### config.mk
export PLATFORM = sky130hd
export DESIGN_NAME = chan_diag_reg
export DESIGN_NICKNAME = d
export VERILOG_FILES = /design/src/rtl/diag_pkg.sv /design/src/rtl/diag_tick.sv /design/src/rtl/diag_filter.sv /design/src/rtl/chan_diag_reg.sv
export SDC_FILE = /design/constraint.sdc
export NUM_CORES = 1
export LEC_CHECK = 0
export BUFFER_PORTS_ARGS = -buffer_cell sky130_fd_sc_hd__buf_2
export CORE_MARGIN = 2
export CORE_UTILIZATION = 34
export DETAILED_ROUTE_END_ITERATION = 10
export GPL_TIMING_DRIVEN = 1
export SYNTH_ARGS = -nofsm -noshare
export SYNTH_HDL_FRONTEND = slang
export SYNTH_HIERARCHICAL = 1
export SYNTH_SLANG_ARGS = --single-unit
### constraint.sdc
create_clock -name clk -period 5.9 [get_ports clk]
set_input_delay 1.475 -clock clk [delete_from_list [all_inputs] [get_ports clk]]
set_output_delay 1.475 -clock clk [all_outputs]
set_load 0.02 [all_outputs]
### src/rtl/diag_pkg.sv
package diag_pkg;

   typedef logic [1:0] diag_code_t;

   localparam diag_code_t CODE_OK   = 2'b11;
   localparam diag_code_t CODE_OVL  = 2'b10;
   localparam diag_code_t CODE_OPEN = 2'b01;
   localparam diag_code_t CODE_GND  = 2'b00;

   // Priority: overload, then short to ground, then open load.
   function automatic diag_code_t classify(input logic ovl, input logic gnd, input logic opn);
      if (ovl)      return CODE_OVL;
      else if (gnd) return CODE_GND;
      else if (opn) return CODE_OPEN;
      else          return CODE_OK;
   endfunction

endpackage

### src/rtl/diag_tick.sv
module diag_tick #(
   parameter int TICK_DIV = 100
) (
   input  logic clk,
   input  logic rst_n,
   output logic tick
);
   generate
      if (TICK_DIV < 1) begin : g_bad
         $error("diag_tick: TICK_DIV must be at least 1");
      end

      if (TICK_DIV == 1) begin : g_every
         assign tick = 1'b1;
      end else begin : g_div
         localparam int PW = $clog2(TICK_DIV);
         localparam logic [PW-1:0] PLAST = PW'(TICK_DIV - 1);
         logic [PW-1:0] pcnt_q;

         assign tick = (pcnt_q == PLAST);

         always_ff @(posedge clk or negedge rst_n) begin
            if (!rst_n)    pcnt_q <= '0;
            else if (tick) pcnt_q <= '0;
            else           pcnt_q <= pcnt_q + 1'b1;
         end

         AST_TICK_SPACING: assert property (@(posedge clk) disable iff (!rst_n)
            tick |=> !tick);
      end
   endgenerate
endmodule

### src/rtl/diag_filter.sv
module diag_filter
   import diag_pkg::*;
#(
   parameter int DELAY_TICKS = 100
) (
   input  logic       clk,
   input  logic       rst_n,
   input  logic       tick,
   input  logic       clr,
   input  logic       ovl,
   input  logic       opn,
   input  logic       gnd,
   output diag_code_t code
);
   localparam int CNT_W = $clog2(DELAY_TICKS + 1);
   localparam logic [CNT_W-1:0] CNT_MAX = CNT_W'(DELAY_TICKS);

   generate
      if (DELAY_TICKS < 1) begin : g_bad
         $error("diag_filter: DELAY_TICKS must be at least 1");
      end
   endgenerate

   diag_code_t       cand, cand_q, code_q;
   logic [CNT_W-1:0] cnt_q;
   logic             steady;

   always_comb begin
      cand   = classify(ovl, gnd, opn);
      steady = (cand == cand_q) && (cand != CODE_OK);
   end

   always_ff @(posedge clk or negedge rst_n) begin
      if (!rst_n) begin
         cand_q <= CODE_OK;
         cnt_q  <= '0;
         code_q <= CODE_OK;
      end else begin
         cand_q <= cand;
         if (clr || !steady)               cnt_q <= '0;
         else if (tick && cnt_q != CNT_MAX) cnt_q <= cnt_q + 1'b1;

         if (clr)                          code_q <= CODE_OK;
         else if (steady && cnt_q == CNT_MAX) code_q <= cand;
      end
   end

   assign code = code_q;

   AST_HOLD_BEFORE_DELAY: assert property (@(posedge clk) disable iff (!rst_n)
      (!clr && cnt_q != CNT_MAX) |=> $stable(code_q));
   AST_CNT_LIMIT: assert property (@(posedge clk) disable iff (!rst_n)
      cnt_q <= CNT_MAX);
   AST_CLEAR_HEALTHY: assert property (@(posedge clk) disable iff (!rst_n)
      clr |=> (code_q == CODE_OK));
   AST_RELATCH_RESTART: assert property (@(posedge clk) disable iff (!rst_n)
      clr |=> (cnt_q == '0));
endmodule

### src/rtl/chan_diag_reg.sv
module chan_diag_reg
   import diag_pkg::*;
#(
   parameter int NUM_CH      = 16,
   parameter int NUM_BANKS   = 2,
   parameter int TICK_DIV    = 100,
   parameter int DELAY_TICKS = 100,
   localparam int BANK_CH    = NUM_CH / NUM_BANKS,
   localparam int BSEL_W     = (NUM_BANKS > 1) ? $clog2(NUM_BANKS) : 1
) (
   input  logic                 clk,
   input  logic                 rst_n,
   input  logic [NUM_CH-1:0]    ovl_det,
   input  logic [NUM_CH-1:0]    open_det,
   input  logic [NUM_CH-1:0]    gnd_det,
   input  logic [BSEL_W-1:0]    rd_bank,
   input  logic                 rd_strobe,
   output logic [2*BANK_CH-1:0] diag_word,
   output logic [BANK_CH-1:0]   sum_byte,
   output logic                 fault_n
);
   generate
      if (NUM_BANKS < 1 || NUM_CH % NUM_BANKS != 0) begin : g_bad
         $error("chan_diag_reg: NUM_CH must split evenly into NUM_BANKS");
      end
   endgenerate

   logic                tick;
   logic [2*NUM_CH-1:0] codes_all;

   diag_tick #(.TICK_DIV(TICK_DIV)) u_tick (
      .clk  (clk),
      .rst_n(rst_n),
      .tick (tick)
   );

   generate
      for (genvar ch = 0; ch < NUM_CH; ch++) begin : g_ch
         localparam int BANK = ch / BANK_CH;
         logic       clr;
         diag_code_t code;

         assign clr = rd_strobe && (rd_bank == BSEL_W'(BANK));

         diag_filter #(.DELAY_TICKS(DELAY_TICKS)) u_filt (
            .clk  (clk),
            .rst_n(rst_n),
            .tick (tick),
            .clr  (clr),
            .ovl  (ovl_det[ch]),
            .opn  (open_det[ch]),
            .gnd  (gnd_det[ch]),
            .code (code)
         );

         assign codes_all[2*ch +: 2] = code;
      end
   endgenerate

   always_comb begin
      diag_word = {2*BANK_CH{1'b1}};
      for (int b = 0; b < NUM_BANKS; b++) begin
         if (rd_bank == BSEL_W'(b)) diag_word = codes_all[2*BANK_CH*b +: 2*BANK_CH];
      end
   end

   always_comb begin
      for (int k = 0; k < BANK_CH; k++) sum_byte[k] = &diag_word[2*k +: 2];
   end

   assign fault_n = &codes_all;

   AST_FLAG_STICKY: assert property (@(posedge clk) disable iff (!rst_n)
      (!fault_n && !rd_strobe) |=> !fault_n);
endmodule

==> impl_metrics.json <==
{
  "run_status": "finished clean",
  "crit_path_end_kind": "output port",
  "die_area_um2": 32420,
  "cell_count_of_the_worst_hold_path": 1,
  "grt_use_total": 0.1410,
  "fin_util": 0.3914,
  "wl_per_cell_um": 14.14,
  "final_cells": 1566,
  "syn_nets": 1145,
  "cts_sinks": 183,
  "postLayoutSetupSlackWorst_ns": 1.701,
  "grt-ovfl-total": 0,
  "grt_antenna_before_repair": 5,
  "clk_transition_reported_paths_ns": 0.06,
  "power_report.internal_total_uw": 2144,
  "chipWidth_um": 180.1,
  "syn2layout_area_growth_pct": 13.62,
  "clock_latency_on_the_worst_skew_pair_ns": 0.43,
  "startpoint_type": "primary input",
  "switch_share": 0.2759,
  "synthesis.area_per_instance_um2": 9.942,
  "vdd_drop_max_uv": 192.2,
  "syn_area_um2": 10540,
  "fin_crit_sh": 0.7118,
  "timing_hold_violations_final": 0,
  "hold_path_end": "u_tick/g_div.pcnt_q[0]",
  "pwr-share-seq": 0.489,
  "hold_buffers": 0,
  "synth_cells": 1060,
  "routed_wl_um": 22140,
  "critical_path_peak_fanout": 18,
  "routabilityCongestion": 0.7549,
  "detail-route-antenna-nets": 0,
  "synth_enable_flop_cells": 0,
  "power_uw": 2961,
  "yosysSeqAreaShare": 0.4421,
  "floorplan.die.height_um": 180.1,
  "cts_tree": "yes",
  "place_ws_ns": 1.662,
  "max_cap_violations": 0,
  "critPathArrivalTime_ns": 2.72,
  "post_route_cells_drive_above_1_share": 0.2216,
  "reg2regPathDepth": 6,
  "grt_pass1_wl_um": 38100,
  "timing.fmax_mhz": 238.1,
  "cts_resized": 0,
  "grt_max_degree": 103,
  "ys_seq_elements": 183,
  "cts_setup_buffers": 0,
  "fp.coreArea_um2": 30590,
  "vias": 8106,
  "cp.required_ns": 4.43,
  "worst_rel_slew_slack": 0.2687,
  "powerDensity_nw_per_um2": 247.3,
  "fillers": 3042,
  "net-switching-power_uw": 816.8,
  "hold_class": "reg2reg",
  "yosys_warnings": 6,
  "share_of_synthesized_flip_flops_with_an_asynchronous_set_or_reset": 1.000,
  "combinational_power_share": 0.152,
  "drt-initial-drc-count": 395,
  "floorplan.initialDensity": 0.3445,
  "unrepaired_setup_endpoints_after_global_routing": "false",
  "min-delay-start": "u_tick/g_div.pcnt_q[0]",
  "top_reg_cell_synth": "sky130_fd_sc_hd__dfrtp_1",
  "timing.clock.skew_ns": 0.009398,
  "yosys.cell_types.count": 40,
  "layout.nets": 1241,
  "p_leak_uw": 0.004556,
  "fin_tns_setup_ns": 0,
  "crit_type": "in2out",
  "clock_path_buffers": 2,
  "clock_power_share": 0.358,
  "endpoint_of_the_worst_slack_reg_to_reg_timing_path": "g_ch[10].u_filt/cnt_q[0]",
  "port_buffers": 76,
  "post-route-drc-count": 0,
  "rows": 64,
  "htreeDepth": 4,
  "reg2reg_slack_ns": 3.28,
  "finalMaxSlewViolations": 0,
  "timing.final.setup_violations": 0,
  "first_global_vias": 7849,
  "cts-buffers-inserted": 17,
  "slew_worst_pin_ns": 1.097,
  "worstReg2RegStart": "u_tick/g_div.pcnt_q[0]",
  "post-route-min-period_ns": 4.199,
  "place.detailed.hpwl_um": 15600,
  "clock_tree.root_cell": "sky130_fd_sc_hd__clkbuf_16",
  "numPlacedInstances": 1533,
  "first_pass_iters": 5,
  "detail_route.vias_per_cell": 5.176,
  "top_level_ports": 77
}
## power by group through the flow
stage / Clock (uW) / Combinational [uW] / Sequential (uW)
final: 1060 / 451 / 1450
after global placement: 0 / 451 / 1470
after CTS: 1110 / 458 / 1450
after floorplan: 0 / 310 / 1430
after global routing: 1150 / 498 / 1460
after detailed placement: 0 / 457 / 1470
## layout make-up
type                    instances  area (um2)  share of cell area
clock buffers                  25       495.5             0.04138
inverters                      48       180.2             0.01505
diodes                          1       2.502           0.0002090
clock inverters                 7       47.55            0.003971
repair buffers                 79       409.1             0.03417
well taps                     396       495.5             0.04138
multi-input cells             827        5684              0.4747
flip-flops and latches        183        4659              0.3891
## critical path, cell delays in order
cell and delay [ns]:
sky130_fd_sc_hd__buf_2 0.49, sky130_fd_sc_hd__mux2_2 0.43, sky130_fd_sc_hd__and2_1 0.16, sky130_fd_sc_hd__buf_2 0.15
## cells by family (layout without fill, tap and decap cells)
family	Yosys count	in the layout	synth area share
compound gates	210	210	0.1494
xor+xnor	83	83	0.06898
fa+ha+maj	33	33	0.03918
buf+inv	50	159	0.01923
flops	183	183	0.4421
mux	33	33	0.03609
other cells	0	1	0
simple gates	468	468	0.2450
## synthesized netlist by cell type, drive strengths merged, types with 10 or more instances
cell type	count	area [um2]
mux2	16	210.2
o21ai	48	300.3
ha	33	412.9
xor2	16	140.1
o311a	16	160.2
or4b	32	320.3
mux2i	17	170.2
dfstp	64	1682
nand4bb	16	180.2
a21oi	32	160.2
xnor2	67	586.8
nor4	16	100.1
inv	48	180.2
or3	17	111.4
dfrtp	119	2978
nand4	41	256.5
nand2	130	488.0
nor2	149	580.6
a21bo	16	160.2
a211oi	32	240.2
nor4b	16	240.2
o31a	16	140.1
a31oi	18	112.6
o21bai	32	300.3
and3	17	107.6
and2	10	62.56
nor3	17	90.09
## worst max-delay path by stage
| stage | start | to | slack [ns] | cells after the start |
|---|---|---|---|---|
| 3_3_place_gp | rd_bank | sum_byte[0] | 1.66 | 4 |
| 6_report | rd_bank | sum_byte[0] | 1.70 | 4 |
| 5_1_grt | rd_bank | sum_byte[0] | 1.60 | 4 |
| 4_1_cts | rd_bank | sum_byte[0] | 1.66 | 4 |
| 3_5_place_dp | rd_bank | sum_byte[0] | 1.66 | 4 |
| 2_1_floorplan | rd_bank | sum_byte[0] | 2.13 | 4 |
## layer usage
metal | up-vias | part of all wire | track usage
met4 | 8 | 0.022 | 0.04935
met2 | 73 | 0.46 | 0.2303
met1 | 3950 | 0.48 | 0.1825
li1 | 4046 | - | -
met3 | 29 | 0.032 | 0.03476
met5 | - | 0.0017 | 0
## through the flow
stage	hold slack, ns	instance area (um2)
final	0.4869	11970
after global routing	0.5174	11970
after CTS	0.4940	11970
after detailed placement	0.4832	11430
after global placement	0.4797	11430
after floorplan	0.4546	10540
## flip-flops by register name, summed over array words and instances (netlist names)
| name | count |
|---|---|
| g_ch.u_filt/cnt_q | 112 |
| g_ch.u_filt/cand_q | 32 |
| g_ch.u_filt/code | 32 |
| u_tick/g_div.pcnt_q | 7 |
## placed cells by master (no fill, tap or decap), types with 32 or more instances in the layout
cell type and n:
sky130_fd_sc_hd__a21oi_1 32, sky130_fd_sc_hd__a211oi_1 32, sky130_fd_sc_hd__dfstp_2 64, sky130_fd_sc_hd__dfrtp_1 119, sky130_fd_sc_hd__xnor2_1 67, sky130_fd_sc_hd__nor2_1 146, sky130_fd_sc_hd__o21ai_0 32, sky130_fd_sc_hd__inv_1 48
sky130_fd_sc_hd__nand2_1 130, sky130_fd_sc_hd__or4b_1 32, sky130_fd_sc_hd__nand4_1 41, sky130_fd_sc_hd__buf_2 75, sky130_fd_sc_hd__ha_1 33
No activity file was read; power rests on OpenSTA's default activity.
